File: src/rtl/bin_dec_pkg.sv
package bin_dec_pkg;

    localparam int unsigned PROB_START = 32768;   // 0.5 in Q16
    localparam int unsigned PROB_DECAY = 62206;   // per-state decay in Q16
    localparam int unsigned QTR_BASE   = 288;     // centre of the lowest quarter
    localparam int unsigned QTR_STEP   = 64;
    localparam int unsigned LPS_FLOOR  = 2;

    // LPS probability of a state, Q16
    function automatic longint unsigned lps_prob(input int unsigned s);
        longint unsigned p;
        p = longint'(PROB_START);
        for (int unsigned i = 0; i < s; i++) begin
            p = (p * longint'(PROB_DECAY)) >> 16;
        end
        return p;
    endfunction

    // LPS sub-interval width for a state and a range quarter
    function automatic int unsigned lps_width(input int unsigned s, input int unsigned q);
        longint unsigned w;
        w = (lps_prob(s) * longint'(QTR_BASE + QTR_STEP * q)) >> 16;
        if (w < longint'(LPS_FLOOR)) begin
            w = longint'(LPS_FLOOR);
        end
        return int'(w);
    endfunction

endpackage

File: src/rtl/bin_lps_table.sv
module bin_lps_table #(
    parameter int STATE_W = 6,
    parameter int RANGE_W = 9
) (
    input  logic [STATE_W-1:0] state,
    input  logic [1:0]         quarter,
    output logic [RANGE_W-1:0] lps_w
);
    localparam int NUM_STATES = 1 << STATE_W;
    localparam int NUM_QTR    = 4;

    logic [RANGE_W-1:0] tbl [NUM_STATES][NUM_QTR];

    for (genvar s = 0; s < NUM_STATES; s++) begin : g_state
        for (genvar q = 0; q < NUM_QTR; q++) begin : g_qtr
            localparam int unsigned ENTRY = bin_dec_pkg::lps_width(s, q);
            assign tbl[s][q] = RANGE_W'(ENTRY);
        end
    end

    assign lps_w = tbl[state][quarter];

endmodule

File: src/rtl/bin_state_step.sv
module bin_state_step #(
    parameter int STATE_W = 6
) (
    input  logic [STATE_W-1:0] state,
    output logic [STATE_W-1:0] next_on_mps,
    output logic [STATE_W-1:0] next_on_lps
);
    localparam int NUM_STATES = 1 << STATE_W;
    localparam logic [STATE_W-1:0] FROZEN   = STATE_W'(NUM_STATES - 1);
    localparam logic [STATE_W-1:0] TOP_ADPT = STATE_W'(NUM_STATES - 2);

    logic is_frozen;
    assign is_frozen = (state == FROZEN);

    always_comb begin
        if (is_frozen || state == TOP_ADPT) begin
            next_on_mps = state;
        end else begin
            next_on_mps = state + STATE_W'(1);
        end

        if (is_frozen) begin
            next_on_lps = state;
        end else if (state == '0) begin
            next_on_lps = '0;
        end else begin
            next_on_lps = state - STATE_W'(1) - (state >> 3);
        end
    end

endmodule

File: src/rtl/bin_decide.sv
module bin_decide #(
    parameter int STATE_W = 6,
    parameter int RANGE_W = 9
) (
    input  logic [STATE_W-1:0] state,
    input  logic               mps,
    input  logic [RANGE_W-1:0] range_in,
    input  logic [RANGE_W-1:0] offset_in,
    output logic               bin,
    output logic [STATE_W-1:0] state_out,
    output logic               mps_out,
    output logic [RANGE_W-1:0] range_out,
    output logic [RANGE_W-1:0] offset_out
);
    localparam int QTR_HI = RANGE_W - 2;
    localparam int QTR_LO = RANGE_W - 3;

    logic [RANGE_W-1:0] lps_w;
    logic [RANGE_W-1:0] mps_w;
    logic [STATE_W-1:0] nxt_mps;
    logic [STATE_W-1:0] nxt_lps;
    logic               take_lps;

    bin_lps_table #(.STATE_W(STATE_W), .RANGE_W(RANGE_W)) i_lps_table (
        .state   (state),
        .quarter (range_in[QTR_HI:QTR_LO]),
        .lps_w   (lps_w)
    );

    bin_state_step #(.STATE_W(STATE_W)) i_state_step (
        .state       (state),
        .next_on_mps (nxt_mps),
        .next_on_lps (nxt_lps)
    );

    assign mps_w    = range_in - lps_w;
    assign take_lps = (offset_in >= mps_w);

    always_comb begin
        if (take_lps) begin
            bin        = ~mps;
            range_out  = lps_w;
            offset_out = offset_in - mps_w;
            state_out  = nxt_lps;
            mps_out    = (state == '0) ? ~mps : mps;
        end else begin
            bin        = mps;
            range_out  = mps_w;
            offset_out = offset_in;
            state_out  = nxt_mps;
            mps_out    = mps;
        end
    end

endmodule

File: src/rtl/bin_decoder_engine.sv
module bin_decoder_engine #(
    parameter int STATE_W    = 6,
    parameter int RANGE_W    = 9,
    parameter int INIT_RANGE = 510
) (
    input  logic               clk,
    input  logic               rst_n,
    input  logic               req_valid,
    output logic               req_ready,
    input  logic               req_init,
    input  logic [STATE_W-1:0] req_state,
    input  logic               req_mps,
    input  logic [RANGE_W-1:0] req_range,
    input  logic [RANGE_W-1:0] req_offset,
    output logic               res_valid,
    input  logic               res_ready,
    output logic               res_bin,
    output logic [STATE_W-1:0] res_state,
    output logic               res_mps,
    output logic [RANGE_W-1:0] res_range,
    output logic [RANGE_W-1:0] res_offset
);
    localparam logic [RANGE_W-1:0] START_RANGE = RANGE_W'(INIT_RANGE);

    typedef struct packed {
        logic               valid;
        logic               bin;
        logic [STATE_W-1:0] state;
        logic               mps;
        logic [RANGE_W-1:0] range;
        logic [RANGE_W-1:0] offset;
    } result_t;

    result_t res_d, res_q;

    logic               dec_bin;
    logic [STATE_W-1:0] dec_state;
    logic               dec_mps;
    logic [RANGE_W-1:0] dec_range;
    logic [RANGE_W-1:0] dec_offset;
    logic               accept;

    bin_decide #(.STATE_W(STATE_W), .RANGE_W(RANGE_W)) i_decide (
        .state      (req_state),
        .mps        (req_mps),
        .range_in   (req_range),
        .offset_in  (req_offset),
        .bin        (dec_bin),
        .state_out  (dec_state),
        .mps_out    (dec_mps),
        .range_out  (dec_range),
        .offset_out (dec_offset)
    );

    assign req_ready = ~res_q.valid | res_ready;
    assign accept    = req_valid & req_ready;

    always_comb begin
        res_d = res_q;
        if (res_ready) begin
            res_d.valid = 1'b0;
        end
        if (accept) begin
            res_d.valid = 1'b1;
            if (req_init) begin
                res_d.bin    = 1'b0;
                res_d.state  = req_state;
                res_d.mps    = req_mps;
                res_d.range  = START_RANGE;
                res_d.offset = req_offset;
            end else begin
                res_d.bin    = dec_bin;
                res_d.state  = dec_state;
                res_d.mps    = dec_mps;
                res_d.range  = dec_range;
                res_d.offset = dec_offset;
            end
        end
    end

    always_ff @(posedge clk or negedge rst_n) begin
        if (!rst_n) begin
            res_q <= '0;
        end else begin
            res_q <= res_d;
        end
    end

    assign res_valid  = res_q.valid;
    assign res_bin    = res_q.bin;
    assign res_state  = res_q.state;
    assign res_mps    = res_q.mps;
    assign res_range  = res_q.range;
    assign res_offset = res_q.offset;

endmodule

File: config.mk
export PLATFORM = sky130hd
export DESIGN_NAME = bin_decoder_engine
export DESIGN_NICKNAME = d
export VERILOG_FILES = /design/src/rtl/bin_dec_pkg.sv /design/src/rtl/bin_lps_table.sv /design/src/rtl/bin_state_step.sv /design/src/rtl/bin_decide.sv /design/src/rtl/bin_decoder_engine.sv
export SDC_FILE = /design/constraint.sdc
export NUM_CORES = 1
export LEC_CHECK = 0
export ABC_CLOCK_PERIOD_IN_PS = 2200
export BUFFER_PORTS_ARGS = -buffer_cell sky130_fd_sc_hd__buf_2
export CORE_MARGIN = 10
export CORE_UTILIZATION = 50
export CTS_BUF_LIST = sky130_fd_sc_hd__clkbuf_8 sky130_fd_sc_hd__clkbuf_16
export DETAILED_ROUTE_END_ITERATION = 16
export GPL_TIMING_DRIVEN = 0
export PLACE_DENSITY = 0.73
export SYNTH_ARGS = -nofsm -noshare
export SYNTH_HDL_FRONTEND = slang
export SYNTH_SLANG_ARGS = --single-unit
File: constraint.sdc
create_clock -name clk -period 2.2 [get_ports clk]
set_input_delay 0.55 -clock clk [delete_from_list [all_inputs] [get_ports clk]]
set_output_delay 0.55 -clock clk [all_outputs]
set_load 0.02 [all_outputs]
==> impl_metrics.csv <==
group,metric,value,unit
route,totalWireLength,21.2,mm
floorplan,ios,58,
layout,instances_no_fill,834,
layout,fin_nets,796,
clock_network,htree_num_levels,1,
timing,setup_viol,26,
worst_setup_path,cp.required,2.31,ns
synth,synth_cell_types,72,
synth,ys_warn_count,0,
min_path,worstHoldPathType,"input port to asynchronous set/reset pin",
synth,synth_area,0.00466,sq mm
timing,worst_slew_pin_slew,0.758,ns
synth,synthFlopType,"dfrtp_1",
global_routing,grt_overflow_total,0,
timing,clock_skew,0.0100,ns
floorplan,coreArea,0.00915,sq mm
global_routing,grtUsageTotal,30.2,%
outcome,violations,"negative setup slack",
synth,synth_largest_area_cell,"dfrtp_1",
worst_setup_path,cp.arrival,6.33,ns
worst_setup_path,critPathMaxFanout,6,
placement,io_buffers,55,
timing,max_freq,161,MHz
timing,slew_headroom,49.5,%
power,cellPowerDensity,595,mW/mm^2
clock_network,cts-root-buf,"clkbuf_8",
placement,dp_hpwl,15.2,mm
synth,synthCells,620,
layout,fill_cells,761,
layout,drive_above_1_share,30.7,%
clock_network,cts_sinks,27,
route,viasPerCell,7.23,
route,vias,6026,
layout,final_util,66.3,%
route,first_pass_iters,5,
timing,setup_tns,-101.95,ns
clock_network,cts_tree,"yes",
worst_setup_path,path_class,"input port to register",
synth,seq_area_frac_synth,14.5,%
route,final_antenna_net_count,0,
synth,synth_top_cell_area_share,14.5,%
floorplan,die_w,116,um
power,max-vdd-ir-drop,0.351,mV
worst_setup_path,crit_path_start_kind,"input port",
synth,async_flop_share,100,%
placement,placed_cells,786,
route,drtIter0Drc,875,
global_routing,grt_pass1_wl,32.4,mm
power,power,3.61,mW
timing,slew_viol_final,0,
power,leakage,2.52,nW
worst_setup_path,rr_startpoint,"res_valid",
worst_setup_path,critPathLaunch,"req_state[1]",
floorplan,fp.dieH,116,um
synth,ys_ff_latch,27,
clock_network,clock_latency,0.28,ns
synth,syn-num-nets,692,
floorplan,rows,35,
global_routing,grt_pass1_vias,5802,
layout,syn2layout_area_growth,30.3,%
route,drc,0,
job,max_cap_violations,0,
worst_setup_path,critical-path-max-stage-delay,0.49,ns
synth,avgSynthCellArea,7.51,sq um
synth,synth_edf_count,0,
floorplan,start_util,50.9,%
global_routing,antenna_found_initial,0,
timing,hold_viol_final,0,
clock_network,cts_buffer_depth,2,
clock_network,clkSlewWorstSetupHoldPaths,0.11,ns
timing,grt_setup_unrepaired,"yes",
worst_setup_path,critPathSlowestCell,"mux4_2",
layout,num_antenna_cells,0,
timing,period_needed,6.22,ns
floorplan,die_area,0.0136,sq mm
outcome,outcome,"finished, violations left",
synth,synth_commonest_cells,"58 x nor2_1, 58 x o21ai_0, 49 x nand2_1",
synth,netlist_top_cells_area,"dfrtp_1 15%, ha_1 10%, o21ai_0 6.2%, nor2_1 4.7%, mux2i_1 4.1%",
worst_setup_path,cp-end-kind,"register",
clock_network,cts_buffers,3,
route,post_drt_wl_per_cell,25.5,um
global_routing,grt_max_degree,28,
placement,routabilityCongestion,1.05,
timing,setup_ws,-4.02,ns
timing,fin_crit_sh,283,%
[logic make-up (layout without fill, tap and decap cells)]
family                     Yosys count  after routing  share of synthesized area, %
xor gates and xnor gates            15             15                          2.82
adders and majority gates           43             43                          12.0
AOI/OAI and AO/OA                  231            231                          34.4
buffers and inverters               81            184                          7.12
and+or+nand+nor                    188            188                          19.2
DFF                                 27             27                          14.5
muxes                               35             35                          9.89
[metrics by stage]
| stage | hold WS [ns] | setup WS [ns] | area, sq um |
|---|---|---|---|
| after floorplan | 0.254 | -3.79 | 4810 |
| after global placement | 0.465 | -5.41 | 5220 |
| final | 0.261 | -4.02 | 6070 |
| after detailed placement | 0.482 | -5.53 | 5220 |
| after global routing | 0.309 | -4.22 | 6070 |
| after CTS | 0.280 | -3.94 | 5880 |
[placed cells by master (no fill, tap or decap), types with 6 or more instances in the layout]
cell type / Yosys / final
a211o_1: 6 / 6
a211oi_1: 14 / 11
a21o_1: 7 / 7
a21oi_1: 33 / 30
a311oi_1: 8 / 6
a31oi_1: 18 / 16
and2_1: 8 / 7
buf_2: 4 / 57
buf_4: 0 / 43
buf_6: 3 / 6
clkbuf_1: 42 / 20
clkbuf_2: 0 / 8
clkbuf_4: 0 / 7
dfrtp_1: 27 / 27
ha_1: 39 / 33
inv_1: 20 / 14
mux2i_1: 19 / 17
mux4_2: 8 / 8
nand2_1: 49 / 46
nand2b_1: 10 / 10
nand3_1: 16 / 12
nor2_1: 58 / 55
nor2b_1: 11 / 8
nor3_1: 11 / 11
o211ai_1: 24 / 24
o21ai_0: 58 / 52
o22a_1: 6 / 6
o311ai_0: 7 / 7
o31ai_1: 7 / 6
xnor2_1: 9 / 8
[cell type report]
| type | instances | area (sq um) | area share, % |
|---|---|---|---|
| plain buffers | 55 | 402 | 6.62 |
| clock buffers | 3 | 41.3 | 0.681 |
| clock inverters | 1 | 7.51 | 0.124 |
| inverters | 23 | 114 | 1.88 |
| multi-input cells | 512 | 3950 | 65.1 |
| flip-flops and latches | 27 | 676 | 11.1 |
| well taps | 111 | 139 | 2.29 |
| repair buffers | 102 | 741 | 12.2 |
[sequential cells by signal (all words and copies together) (netlist names)]
name        count
res_bin         1
res_range       9
res_offset      9
res_state       6
res_valid       1
res_mps         1
[power by group]
part / leakage, nW / switching [mW] / internal, mW
logic: 2.19 / 1.52 / 1.13
registers: 0.304 / 0.0581 / 0.606
clock network: 0.0217 / 0.171 / 0.129
[final timing paths]
kind                            endpoint  slack (ns)  depth (start not counted)
max in group asynchronous  res_offset[7]        1.53                          1
min reg2reg                 res_range[8]        0.51                          1
max reg2reg                 res_state[5]        0.11                          8
max                         res_state[4]       -4.02                         32
min                         res_range[8]        0.26                          1
min in group clk               res_valid        0.48                          2
[layer usage]
| layer | routed length (um) | up-vias | GRT usage [%] |
|---|---|---|---|
| met1 | 7720 | 2809 | 35.5 |
| li1 | - | 2559 | - |
| met2 | 9600 | 491 | 49.2 |
| met5 | 0 | - | 0 |
| met3 | 2090 | 167 | 4.93 |
| met4 | 1840 | 0 | 21.4 |
[what timing repair did]
action	in CTS	in global routing
buffers inserted	36	10
pin swaps	30	32
endpoints found under the setup margin	26	26
hold buffers	0	0
cloned	1	1
gates resized for setup	87	46
[worst max-delay path, delay by kind of cell]
| family | cells | cell delay, ns |
|---|---|---|
| buf+inv | 8 | 0.86 |
| xor+xnor | 1 | 0.21 |
| fa+ha+maj | 5 | 1.29 |
| mux | 2 | 0.70 |
| compound gates | 13 | 2.25 |
| simple gates | 3 | 0.43 |
Power figures use the tool's default switching activity.
